**config.mk**
```make
export PLATFORM = sky130hd
export DESIGN_NAME = cmod_sysctl
export DESIGN_NICKNAME = d
export VERILOG_FILES = /design/src/rtl/cmod_pkg.sv /design/src/rtl/cmod_decode.sv /design/src/rtl/cmod_datapath.sv /design/src/rtl/cmod_sysctl.sv
export SDC_FILE = /design/constraint.sdc
export NUM_CORES = 1
export LEC_CHECK = 0
export BUFFER_PORTS_ARGS = -buffer_cell sky130_fd_sc_hd__buf_2
export CAP_MARGIN = 5
export CELL_PAD_IN_SITES_DETAIL_PLACEMENT = 2
export CELL_PAD_IN_SITES_GLOBAL_PLACEMENT = 2
export CORE_UTILIZATION = 40
export CTS_CLUSTER_DIAMETER = 50
export DETAILED_ROUTE_END_ITERATION = 10
export MAX_ROUTING_LAYER = met4
export PLACE_DENSITY_LB_ADDON = 0.1
export SYNTH_ARGS = -nofsm -noshare
export SYNTH_HDL_FRONTEND = slang
export SYNTH_SLANG_ARGS = --single-unit
```
**constraint.sdc**
```tcl
create_clock -name clk -period 6 [get_ports clk]
set_input_delay 0.9 -clock clk [delete_from_list [all_inputs] [get_ports clk]]
set_output_delay 0.9 -clock clk [all_outputs]
set_load 0.1 [all_outputs]
```
**src/rtl/cmod_pkg.sv**
```systemverilog
package cmod_pkg;

  typedef struct packed {
    logic osc;
    logic ctrl;
    logic lock;
    logic aux;
    logic sdram;
    logic init;
    logic flagSet;
    logic flagClr;
    logic nvSet;
    logic nvClr;
  } wrStrobe_t;

  localparam logic [15:0] UNLOCK_KEY  = 16'hA05F;
  localparam logic [31:0] ID_VALUE    = 32'h411A3001;
  localparam logic [31:0] STAT_VALUE  = 32'h00100000;
  localparam logic [31:0] OSC_RST     = 32'h01000048;
  localparam logic [31:0] AUX_RST     = 32'h0007FEFF;
  localparam logic [31:0] SDRAM_BASE  = 32'h00011122;
  localparam logic [31:0] INIT_RST    = 32'h00000112;

  localparam int W_ID     = 0;
  localparam int W_PROC   = 1;
  localparam int W_OSC    = 2;
  localparam int W_CTRL   = 3;
  localparam int W_STAT   = 4;
  localparam int W_LOCK   = 5;
  localparam int W_AUX    = 7;
  localparam int W_SDRAM  = 8;
  localparam int W_INIT   = 9;
  localparam int W_REFCNT = 10;
  localparam int W_FLGSET = 12;
  localparam int W_FLGCLR = 13;
  localparam int W_NVSET  = 14;
  localparam int W_NVCLR  = 15;
  localparam int W_SPD_LO = 64;
  localparam int W_SPD_HI = 95;

endpackage

```
**src/rtl/cmod_decode.sv**
```systemverilog
module cmod_decode
  import cmod_pkg::*;
#(
  parameter int WORD_W = 7
) (
  input  logic              clk,
  input  logic              rstN,
  input  logic              wrEn,
  input  logic [WORD_W-1:0] word,
  output wrStrobe_t         stb
);

  always_comb begin
    stb = '0;
    if (wrEn) begin
      case (int'(word))
        W_OSC:    stb.osc     = 1'b1;
        W_CTRL:   stb.ctrl    = 1'b1;
        W_LOCK:   stb.lock    = 1'b1;
        W_AUX:    stb.aux     = 1'b1;
        W_SDRAM:  stb.sdram   = 1'b1;
        W_INIT:   stb.init    = 1'b1;
        W_FLGSET: stb.flagSet = 1'b1;
        W_FLGCLR: stb.flagClr = 1'b1;
        W_NVSET:  stb.nvSet   = 1'b1;
        W_NVCLR:  stb.nvClr   = 1'b1;
        default:  stb = '0;
      endcase
    end
  end

  // without a write, no register strobe may fire
  a_r10_no_stray_strobe: assert property (@(posedge clk) disable iff (!rstN)
    !wrEn |-> (stb == '0));
  // at most one register selected per access
  a_r1_single_target: assert property (@(posedge clk) disable iff (!rstN)
    $onehot0(stb));

endmodule

```
**src/rtl/cmod_datapath.sv**
```systemverilog
module cmod_datapath
  import cmod_pkg::*;
#(
  parameter int WORD_W = 7,
  parameter int MEM_MB = 128
) (
  input  logic              clk,
  input  logic              rstN,
  input  wrStrobe_t         stb,
  input  logic [WORD_W-1:0] rdWord,
  input  logic [31:0]       wrData,
  input  logic              refTick,
  output logic [31:0]       rdData,
  output logic              remapOut,
  output logic              resetReq
);

  localparam logic [2:0] SIZE_CODE = (MEM_MB >= 256) ? 3'd4 :
                                     (MEM_MB >= 128) ? 3'd3 :
                                     (MEM_MB >= 64)  ? 3'd2 :
                                     (MEM_MB >= 32)  ? 3'd1 : 3'd0;
  localparam logic [31:0] SDRAM_RST = SDRAM_BASE | (32'(SIZE_CODE) << 2);
  localparam int          SPD_LAST_I = (MEM_MB / 4 > 255) ? 255 : MEM_MB / 4;
  localparam logic [7:0]  SPD_LAST  = 8'(SPD_LAST_I);

  logic [31:0] oscQ, auxQ, sdramQ, initQ, flagsQ, nvQ, refCnt;
  logic [15:0] lockQ;
  logic        ledQ, remapQ;
  logic        unlocked;

  assign unlocked = (lockQ == UNLOCK_KEY);

  function automatic logic [7:0] spdByte(input logic [4:0] idx);
    case (idx)
      5'd0:  spdByte = 8'h80;  5'd1:  spdByte = 8'h08;
      5'd2:  spdByte = 8'h04;  5'd3:  spdByte = 8'h0B;
      5'd4:  spdByte = 8'h09;  5'd5:  spdByte = 8'h01;
      5'd6:  spdByte = 8'h40;  5'd8:  spdByte = 8'h02;
      5'd9:  spdByte = 8'hA0;  5'd10: spdByte = 8'hA0;
      5'd13: spdByte = 8'h08;  5'd15: spdByte = 8'h01;
      5'd16: spdByte = 8'h0E;  5'd17: spdByte = 8'h04;
      5'd18: spdByte = 8'h1C;  5'd19: spdByte = 8'h01;
      5'd20: spdByte = 8'h02;  5'd21: spdByte = 8'h20;
      5'd22: spdByte = 8'hC0;  5'd27: spdByte = 8'h30;
      5'd28: spdByte = 8'h28;  5'd29: spdByte = 8'h30;
      5'd30: spdByte = 8'h28;  5'd31: spdByte = SPD_LAST;
      default: spdByte = 8'h00;
    endcase
  endfunction

  always_ff @(posedge clk) begin
    if (!rstN) begin
      oscQ     <= OSC_RST;
      auxQ     <= AUX_RST;
      sdramQ   <= SDRAM_RST;
      initQ    <= INIT_RST;
      lockQ    <= '0;
      ledQ     <= 1'b0;
      remapQ   <= 1'b0;
      flagsQ   <= '0;
      nvQ      <= '0;
      refCnt   <= '0;
      resetReq <= 1'b0;
    end else begin
      if (stb.osc && unlocked) oscQ <= wrData;
      if (stb.aux && unlocked) auxQ <= wrData;
      if (stb.sdram) sdramQ <= wrData;
      if (stb.init)  initQ  <= wrData;
      if (stb.lock)  lockQ  <= wrData[15:0];
      if (stb.ctrl) begin
        ledQ   <= wrData[0];
        remapQ <= wrData[2];
      end
      resetReq <= stb.ctrl & wrData[3];
      if (stb.flagSet) flagsQ <= flagsQ | wrData;
      if (stb.flagClr) flagsQ <= flagsQ & ~wrData;
      if (stb.nvSet)   nvQ    <= nvQ | wrData;
      if (stb.nvClr)   nvQ    <= nvQ & ~wrData;
      if (refTick)     refCnt <= refCnt + 32'd1;
    end
  end

  assign remapOut = remapQ;

  always_comb begin
    rdData = '0;
    case (int'(rdWord))
      W_ID:     rdData = ID_VALUE;
      W_OSC:    rdData = oscQ;
      W_CTRL:   rdData = {29'd0, remapQ, 1'b0, ledQ};
      W_STAT:   rdData = STAT_VALUE;
      W_LOCK:   rdData = {15'd0, unlocked, lockQ};
      W_AUX:    rdData = auxQ;
      W_SDRAM:  rdData = sdramQ;
      W_INIT:   rdData = initQ;
      W_REFCNT: rdData = refCnt;
      W_FLGSET: rdData = flagsQ;
      W_NVSET:  rdData = nvQ;
      default: begin
        if (int'(rdWord) >= W_SPD_LO && int'(rdWord) <= W_SPD_HI)
          rdData = {24'd0, spdByte(rdWord[4:0])};
      end
    endcase
  end

  // a locked oscillator word keeps its value across a write
  a_r3_osc_locked: assert property (@(posedge clk) disable iff (!rstN)
    (stb.osc && !unlocked) |=> $stable(oscQ));
  a_r3_aux_locked: assert property (@(posedge clk) disable iff (!rstN)
    (stb.aux && !unlocked) |=> $stable(auxQ));
  // reset bit in a control write yields a request next cycle
  a_r4_reset_pulse: assert property (@(posedge clk) disable iff (!rstN)
    (stb.ctrl && wrData[3]) |=> resetReq);
  a_r4_no_spurious: assert property (@(posedge clk) disable iff (!rstN)
    !stb.ctrl |=> !resetReq);
  // remap output follows the written bit
  a_r5_remap_follow: assert property (@(posedge clk) disable iff (!rstN)
    stb.ctrl |=> (remapOut == $past(wrData[2])));
  // a set write leaves every written bit high
  a_r6_flag_set: assert property (@(posedge clk) disable iff (!rstN)
    stb.flagSet |=> ((flagsQ & $past(wrData)) == $past(wrData)));
  a_r6_nv_clear: assert property (@(posedge clk) disable iff (!rstN)
    stb.nvClr |=> ((nvQ & $past(wrData)) == 32'd0));
  // counter advances by one on each tick
  a_r7_count_step: assert property (@(posedge clk) disable iff (!rstN)
    refTick |=> (refCnt == $past(refCnt) + 32'd1));

endmodule

```
**src/rtl/cmod_sysctl.sv**
```systemverilog
module cmod_sysctl
  import cmod_pkg::*;
#(
  parameter int ADDR_W = 9,
  parameter int MEM_MB = 128
) (
  input  logic              clk,
  input  logic              rstN,
  input  logic [ADDR_W-1:0] addr,
  input  logic              wrEn,
  input  logic [31:0]       wrData,
  output logic [31:0]       rdData,
  input  logic              refTick,
  output logic              remapOut,
  output logic              resetReq
);

  localparam int WORD_W = ADDR_W - 2;

  logic [WORD_W-1:0] word;
  logic [1:0]        unusedAddrLow;
  wrStrobe_t         stb;

  assign word          = addr[ADDR_W-1:2];
  assign unusedAddrLow = addr[1:0];

  cmod_decode #(.WORD_W(WORD_W)) uDecode (
    .clk  (clk),
    .rstN (rstN),
    .wrEn (wrEn),
    .word (word),
    .stb  (stb)
  );

  cmod_datapath #(.WORD_W(WORD_W), .MEM_MB(MEM_MB)) uData (
    .clk      (clk),
    .rstN     (rstN),
    .stb      (stb),
    .rdWord   (word),
    .wrData   (wrData),
    .refTick  (refTick),
    .rdData   (rdData),
    .remapOut (remapOut),
    .resetReq (resetReq)
  );

endmodule

```
==> results.py, run 1 <==
metrics = {
    "run_status": {
        "status": "complete, no violations",
    },
    "sta": {
        "fmax_ghz": 0.2079,
        "slew_headroom_pct": 22.24,
        "drv_slew": 0,
        "period_minus_slack_ns": 4.811,
        "hold_viol_final": 0,
        "finalClockSkew_ns": 0.01915,
        "finalCritPeriodShare_pct": 80.18,
        "tns_ns": 0,
        "rsz0062_at_grt": "false",
        "setup_violations": 0,
        "worst_slew_pin_slew_ns": 1.163,
    },
    "place": {
        "portBuffers": 76,
        "dp_hpwl_mm": 29.21,
        "gp_congestion": 0.8092,
    },
    "global_routing": {
        "grt_pass1_vias": 12450,
        "antenna_found_initial": 2,
        "grt_pass1_wl_mm": 77.24,
        "grt_use_total_pct": 35.92,
        "grt_max_degree": 93,
        "grt-ovfl-total": 0,
    },
    "floorplanning": {
        "start_util_pct": 41.13,
        "pin_count": 79,
        "die_w_um": 171.9,
        "fp.coreArea_um2": 28090,
        "num_rows": 61,
        "die-area_um2": 29560,
        "die_y_um": 171.9,
    },
    "worst_setup_path": {
        "critPathMaxStageDelay_ns": 0.68,
        "required_ns": 5.10,
        "worst_setup_path_start_kind": "primary input",
        "path_buf_inv": 4,
        "crit_start": "addr[2]",
        "path_common_cell": "buf_2",
        "crit_type": "primary input to output pin",
        "cp_num_cells": 9,
        "rr_startpoint": "uData.lockQ[10]",
        "cp.arrival_ns": 3.91,
        "critPathTopFamily": "simple AND/OR/NAND/NOR gates",
        "cpMaxStageDelayCell": "or4b_1",
        "crit_chain": "buf_2 > inv_1 > ha_1 > or4b_1 > nor3_4 > buf_4 > a22oi_1 > nand4_1 > buf_2",
        "r2r_cells": 4,
        "critPathMaxFanout": 11,
        "crit_path_end_kind": "output pin",
    },
    "cts": {
        "cts_tree": "yes",
        "clock-sinks": 243,
        "clockRootBuffer": "clkbuf_16",
        "clock_path_buffers": 3,
        "cts_buffers": 36,
        "cts.clk_slew.worst_paths_ns": 0.05,
        "cts_hold_buf": 0,
        "h-tree-depth": 2,
        "ctsResizeCount": 0,
        "post_cts_buffers": 0,
        "clk_latency_ns": 0.52,
    },
    "pwr": {
        "leakage_nw": 4.585,
        "power.total_mw": 4.043,
        "power_density_nw_per_um2": 304.6,
        "ir_drop_mv": 0.2231,
    },
    "logic_synthesis": {
        "synth_common_cells": "dfxtp_1, a21oi_1, nand2_1",
        "syn_inst": 1381,
        "synth_top_cell_by_area": "dfxtp_1",
        "synth_cell_types": 58,
        "synth_edf_count": 0,
        "syn_area_um2": 11550,
        "seq_area_frac_synth_pct": 42.11,
        "ys_warn_count": 0,
        "ys_seq_elements": 243,
        "synth_top_area_share_pct": 42.11,
        "syn_nets": 1432,
        "synth.area.top_cells": "dfxtp_1, a21oi_1, nand2_1",
        "synth-async-reset-ratio_pct": 0,
        "post-synth-top-count-cell": "dfxtp_1",
        "yosys_most_used_dff": "dfxtp_1",
        "syn_avg_cell_area_um2": 8.364,
    },
    "min_path": {
        "min_path_type": "flip-flop to flip-flop",
        "hold_start": "uData.initQ[12]",
        "hold_depth": 2,
    },
    "cells_and_area": {
        "regArea_um2": 4865,
        "nFillCells": 3132,
        "drive_gt1_share_pct": 15.18,
        "nets": 1409,
        "area_growth_pct": 14.90,
        "multi_input_area_um2": 5931,
    },
    "detailed_routing": {
        "detail_route.first_pass.iterations": 6,
        "ant_nets": 0,
        "wl_per_cell_um": 29.18,
        "first_iter_violations": 940,
        "via_per_inst": 6.710,
        "drc": 0,
        "wl_mm": 51.44,
        "vias": 11830,
    },
    "job": {
        "max_cap_viol_count": 0,
    },
}
power breakdown:
part	switching (mW)	internal, mW	total [mW]	leakage, nW
Combinational	0.146	0.0373	0.183	2.01
Sequential	0.00378	1.62	1.62	1.96
Clock	0.819	1.42	2.24	0.618
Total	0.969	3.07	4.04	4.59
logic make-up (layout without fill, tap and decap cells):
family          after synthesis  after routing  synth area share, %
compound gates              470            470                26.32
xor+xnor                     11             11               0.8340
fa+ha+maj                     6              6               0.6499
buf+inv                     194            196                7.366
flops                       243            243                42.11
mux                          26             26                2.253
other cells                   0              2                    0
simple gates                431            431                20.46
worst paths after layout:
kind	slack [ns]	to
setup / recovery	1.19	rdData[5]
hold / removal	0.46	uData.initQ[12]
setup reg to reg	2.79	uData.auxQ[8]
hold reg to reg	0.46	uData.initQ[12]
cells in the final DEF (no fill, tap or decap), types with 21 or more instances in the layout:
cell and instances:
o31ai_1 52, nand4_1 70, a31oi_1 21, nand3_1 39, and3_1 21, a22oi_1 72
dfxtp_1 243, buf_2 76, nand2_1 144, a21oi_1 180, clkbuf_16 37, a211oi_1 66
buf_4 31, nor2_1 35, mux2i_1 26, inv_1 23
per-stage QoR:
step                      std cells  utilization [%]  hold slack (ns)  setup WS, ns  area (µm²)
after floorplan                1381                -           0.4319         1.348       11550
after global placement         1698            42.78           0.4377         1.266       12020
after detailed placement       1698            42.78           0.4472         1.215       12020
after CTS                      1761            47.24           0.4618         1.213       13270
after global routing           1763            47.26           0.4813         1.095       13270
final                          1763            47.26           0.4593         1.189       13270
worst reg2reg max path, stage by stage (launching register included):
cell and delay, ns:
dfxtp_1 0.34, nor4b_1 0.86, nand3_4 1.06, o31ai_1 0.68, a21oi_1 0.13
metal layers:
metal	part of all wire [%]	wire length [µm]	vias to the layer above	GRT usage [%]
li1	-	-	5142	-
met1	42	21750	6083	43.90
met2	47	24190	459	58.33
met3	6.5	3367	145	5.859
met4	4.1	2130	0	15.78
met5	0	0	-	-
area by class of cell:
cell class,instances,area share [%]
antenna,2,0.03771
clock buffer,46,7.683
clock inverter,17,1.744
inverter,24,0.7164
multi-input combinational,944,44.68
sequential,243,36.65
tap,378,3.563
timing repair buffer,109,4.921
Power figures use the tool's default switching activity.
==> run 2, diff against run 1 <==
CORE_UTILIZATION = 37   (was 40)
clock period = 4.5 ns   (was 6 ns; I/O delays follow)
==> results.py, run 2 (synthesis gave the netlist of run 1 again) <==
metrics = {
    "global_routing": {
        "grt_max_degree": 87,
        "grt-ovfl-total": 0,
        "grt_pass1_wl_mm": 76.95,
        "antenna_found_initial": 1,
        "grt_use_total_pct": 33.04,
        "grt_pass1_vias": 12240,
    },
    "cts": {
        "cts_tree": "yes",
        "clock_path_buffers": 3,
        "clockRootBuffer": "clkbuf_16",
        "cts.clk_slew.worst_paths_ns": 0.06,
        "cts_hold_buf": 0,
        "h-tree-depth": 2,
        "cts_buffers": 37,
        "clock-sinks": 243,
        "ctsResizeCount": 0,
        "clk_latency_ns": 0.53,
        "post_cts_buffers": 0,
    },
    "worst_setup_path": {
        "cp_num_cells": 8,
        "required_ns": 3.83,
        "r2r_slack_ns": 1.44,
        "crit_chain": "buf_2 > inv_1 > ha_1 > or4b_1 > nor2_4 > a222oi_1 > a41oi_1 > buf_12",
        "r2r_cells": 5,
        "crit_path_end_kind": "output pin",
        "rr_startpoint": "uData.lockQ[10]",
        "critPathMaxStageDelay_ns": 0.70,
        "critPathMaxFanout": 12,
        "path_buf_inv": 3,
        "timing.rr.end": "uData.auxQ[22]",
        "cp.arrival_ns": 3.31,
        "crit_type": "primary input to output pin",
        "cpMaxStageDelayCell": "or4b_1",
        "worst_setup_path_start_kind": "primary input",
        "critPathTopFamily": "simple AND/OR/NAND/NOR gates",
    },
    "floorplanning": {
        "num_rows": 64,
        "die-area_um2": 31930,
        "fp.coreArea_um2": 30670,
        "die_y_um": 178.7,
        "pin_count": 79,
        "die_w_um": 178.7,
        "start_util_pct": 37.66,
    },
    "cells_and_area": {
        "drive_gt1_share_pct": 15.96,
        "area_growth_pct": 20.25,
        "mostFrequentLayoutCells": "dfxtp_1, a21oi_1, nand2_1",
        "final_util_pct": 45.29,
        "stdcell_area_um2": 13890,
        "nets": 1422,
        "layout_commonest_cell": "dfxtp_1",
    },
    "sta": {
        "rsz0062_at_grt": "false",
        "hold_viol_final": 0,
        "finalClockSkew_ns": 0.02642,
        "worst_slew_pin_slew_ns": 1.214,
        "drv_slew": 0,
        "setup_violations": 0,
        "tns_ns": 0,
        "slew_headroom_pct": 19.04,
        "fmax_ghz": 0.2510,
        "period_minus_slack_ns": 3.984,
        "finalCritPeriodShare_pct": 88.53,
    },
    "detailed_routing": {
        "wl_mm": 51.12,
        "wl_per_cell_um": 28.50,
        "drc": 0,
        "first_iter_violations": 831,
        "via_per_inst": 6.529,
        "vias": 11710,
        "detail_route.first_pass.iterations": 5,
        "ant_nets": 0,
    },
    "pwr": {
        "ir_drop_mv": 0.2697,
        "power_density_nw_per_um2": 390.9,
        "leakage_nw": 4.719,
    },
    "place": {
        "dp_hpwl_mm": 29.40,
        "portBuffers": 76,
        "gp_congestion": 0.8608,
        "place_area_um2": 12620,
    },
    "min_path": {
        "hold_depth": 2,
        "hold-path-endpoint": "uData.initQ[12]",
        "hold_start": "uData.initQ[12]",
        "min_path_type": "flip-flop to flip-flop",
    },
    "run_status": {
        "status": "complete, no violations",
    },
    "job": {
        "max_cap_viol_count": 0,
    },
}
[run 2: cell type report]
type                            count  area (µm²)
Fill cell                        3354       16780
Multi-Input combinational cell    944        5918
Sequential cell                   243        4865
Timing Repair Buffer              121        1246
Clock buffer                       48        1060
Tap cell                          396       495.5
Clock inverter                     17       207.7
Inverter                           24       95.09
Antenna cell                        1       2.502
[run 2: how the worst max path moves through the flow]
stage | start | end | slack, ns
after global placement | addr[2] | rdData[0] | 0.51
final | addr[2] | rdData[0] | 0.52
after detailed placement | addr[2] | rdData[0] | 0.48
after global routing | addr[2] | rdData[0] | 0.44
after CTS | addr[2] | rdData[0] | 0.47
after floorplan | addr[2] | rdData[0] | 0.30
[run 2: worst reg2reg max path, cell delays in order, from the launching register on]
cell,delay (ns)
dfxtp_1,0.34
nor4b_1,0.86
nand3_4,0.56
buf_4,0.53
o31ai_1,0.47
a21oi_1,0.16
[run 2: per-stage QoR]
| stage | power, mW | std cells | hold slack, ns | worst slack, ns |
|---|---|---|---|---|
| CTS | 5.466 | 1793 | 0.4440 | 0.4725 |
| global route | 5.568 | 1794 | 0.4696 | 0.4361 |
| finish | 5.430 | 1794 | 0.4560 | 0.5163 |
| floorplan | 2.367 | 1381 | 0.4319 | 0.2983 |
| detailed placement | 2.465 | 1728 | 0.4487 | 0.4820 |
| global placement | 2.461 | 1728 | 0.4388 | 0.5119 |
[run 2: layer usage]
metal / track usage [%] / vias to the layer above / part of all wire (%)
li1: - / 5163 / -
met1: 43.02 / 6085 / 45
met2: 53.44 / 377 / 47
met3: 3.499 / 88 / 5.2
met4: 10.91 / 0 / 2.6
met5: - / - / 0
[run 2: power breakdown]
part | internal (mW) | switching [mW] | total [mW]
Clock | 1.89 | 1.11 | 3.01
Sequential | 2.16 | 0.00456 | 2.16
Combinational | 0.0646 | 0.197 | 0.262
Total | 4.12 | 1.31 | 5.43
==> run 3, diff against run 2 <==
CORE_UTILIZATION = 35   (was 37)
==> results.py, run 3 (synthesis gave the netlist of run 1 again) <==
metrics = {
    "cts": {
        "clock-sinks": 243,
        "cts_buffers": 37,
        "h-tree-depth": 2,
        "cts_tree": "yes",
        "clk_latency_ns": 0.52,
        "clock_path_buffers": 3,
        "cts_hold_buf": 0,
        "ctsResizeCount": 0,
        "post_cts_buffers": 0,
        "cts.clk_slew.worst_paths_ns": 0.05,
        "clockRootBuffer": "clkbuf_16",
    },
    "cells_and_area": {
        "area_growth_pct": 20.68,
        "layout_commonest_cell": "dfxtp_1",
        "mostFrequentLayoutCells": "dfxtp_1, a21oi_1, nand2_1",
        "stdcell_area_um2": 13940,
        "drive_gt1_share_pct": 15.92,
        "nets": 1426,
    },
    "pwr": {
        "p_clk_share_pct": 53.6,
        "p_seq_share_pct": 41.4,
        "leakage_nw": 4.715,
        "ir_drop_mv": 0.2283,
        "power_density_nw_per_um2": 375.1,
        "intPower_mw": 3.954,
        "combPwrFrac_pct": 5.0,
        "p_sw_share_pct": 24.38,
        "power.net_switching_mw": 1.275,
        "power.total_mw": 5.229,
    },
    "place": {
        "place_area_um2": 12750,
        "gp_congestion": 0.8278,
        "dp_hpwl_mm": 30.13,
        "portBuffers": 76,
    },
    "run_status": {
        "status": "complete, no violations",
    },
    "worst_setup_path": {
        "critPathMaxFanout": 11,
        "crit_type": "primary input to output pin",
        "rr_startpoint": "uData.lockQ[10]",
        "crit_start": "addr[2]",
        "required_ns": 3.83,
        "cp.arrival_ns": 3.33,
        "worst_setup_path_start_kind": "primary input",
        "crit_path_end_kind": "output pin",
    },
    "min_path": {
        "hold_start": "uData.initQ[5]",
        "min_path_type": "flip-flop to flip-flop",
    },
    "floorplanning": {
        "die_w_um": 183.7,
        "die-area_um2": 33730,
        "num_rows": 66,
        "pin_count": 79,
        "start_util_pct": 35.50,
        "fp.coreArea_um2": 32540,
        "die_y_um": 183.7,
    },
    "global_routing": {
        "grt_use_total_pct": 30.85,
        "grt_max_degree": 79,
        "antenna_found_initial": 2,
        "grt-ovfl-total": 0,
        "grt_pass1_vias": 12220,
        "grt_pass1_wl_mm": 76.92,
    },
    "sta": {
        "period_minus_slack_ns": 4.007,
        "finalClockSkew_ns": 0.01391,
        "fmax_ghz": 0.2496,
        "setup_violations": 0,
        "worst_slew_pin_slew_ns": 1.113,
        "hold_viol_final": 0,
        "rsz0062_at_grt": "false",
        "finalCritPeriodShare_pct": 89.04,
        "slew_headroom_pct": 24.76,
        "drv_slew": 0,
        "tns_ns": 0,
    },
    "detailed_routing": {
        "wl_mm": 50.45,
        "detail_route.first_pass.iterations": 6,
        "drc": 0,
        "via_per_inst": 6.277,
        "first_iter_violations": 735,
        "ant_nets": 0,
        "wl_per_cell_um": 27.36,
        "vias": 11580,
    },
    "job": {
        "max_cap_viol_count": 0,
    },
}
==> run 3: metal layers <==
metal / global-route usage (%) / vias up / wire (µm)
li1: - / 5179 / -
met1: 40.58 / 6049 / 23200
met2: 51.30 / 277 / 24360
met3: 2.754 / 70 / 2017
met4: 6.867 / 0 / 873
met5: - / - / 0
==> run 3: worst paths after layout <==
kind                    endpoint  slack (ns)  cells past startpoint
setup / recovery       rdData[0]        0.49                      8
hold reg to reg   uData.initQ[5]        0.45                      2
setup reg to reg   uData.oscQ[6]        1.50                      5
hold / removal    uData.initQ[5]        0.45                      2
==> run 3: through the flow <==
| step | setup slack (ns) | utilization, % | hold slack, ns | std cells |
|---|---|---|---|---|
| after floorplan | 0.2983 | - | 0.4319 | 1381 |
| after global placement | 0.5467 | 39.17 | 0.4386 | 1778 |
| after detailed placement | 0.5610 | 39.17 | 0.4472 | 1778 |
| after CTS | 0.5482 | 42.84 | 0.4517 | 1843 |
| after global routing | 0.3989 | 42.84 | 0.4711 | 1844 |
| final | 0.4930 | 42.84 | 0.4549 | 1844 |
==> run 3: power by group through the flow <==
stage	Combinational (mW)	Clock (mW)	Sequential (mW)
6_report	0.264	2.80	2.16
3_5_place_dp	0.260	0	2.21
5_1_grt	0.276	2.94	2.16
4_1_cts	0.261	2.85	2.16
2_1_floorplan	0.160	0	2.21
3_3_place_gp	0.257	0	2.21
==> run 3: layout make-up <==
type / instances / area (µm²)
Multi-Input combinational cell: 944 / 5917
Tap cell: 442 / 553.0
Clock buffer: 56 / 1130
Clock inverter: 9 / 61.31
Inverter: 24 / 95.09
Timing Repair Buffer: 125 / 1316
Antenna cell: 1 / 2.502
Fill cell: 3590 / 18600
Sequential cell: 243 / 4865
==> run 3: worst max-delay path, cell delays in order <==
cell      delay, ns
buf_2          0.15
inv_1          0.09
ha_1           0.31
or4b_1         0.68
nor2_4         0.52
a222oi_1       0.23
a41oi_1        0.43
buf_12         0.23
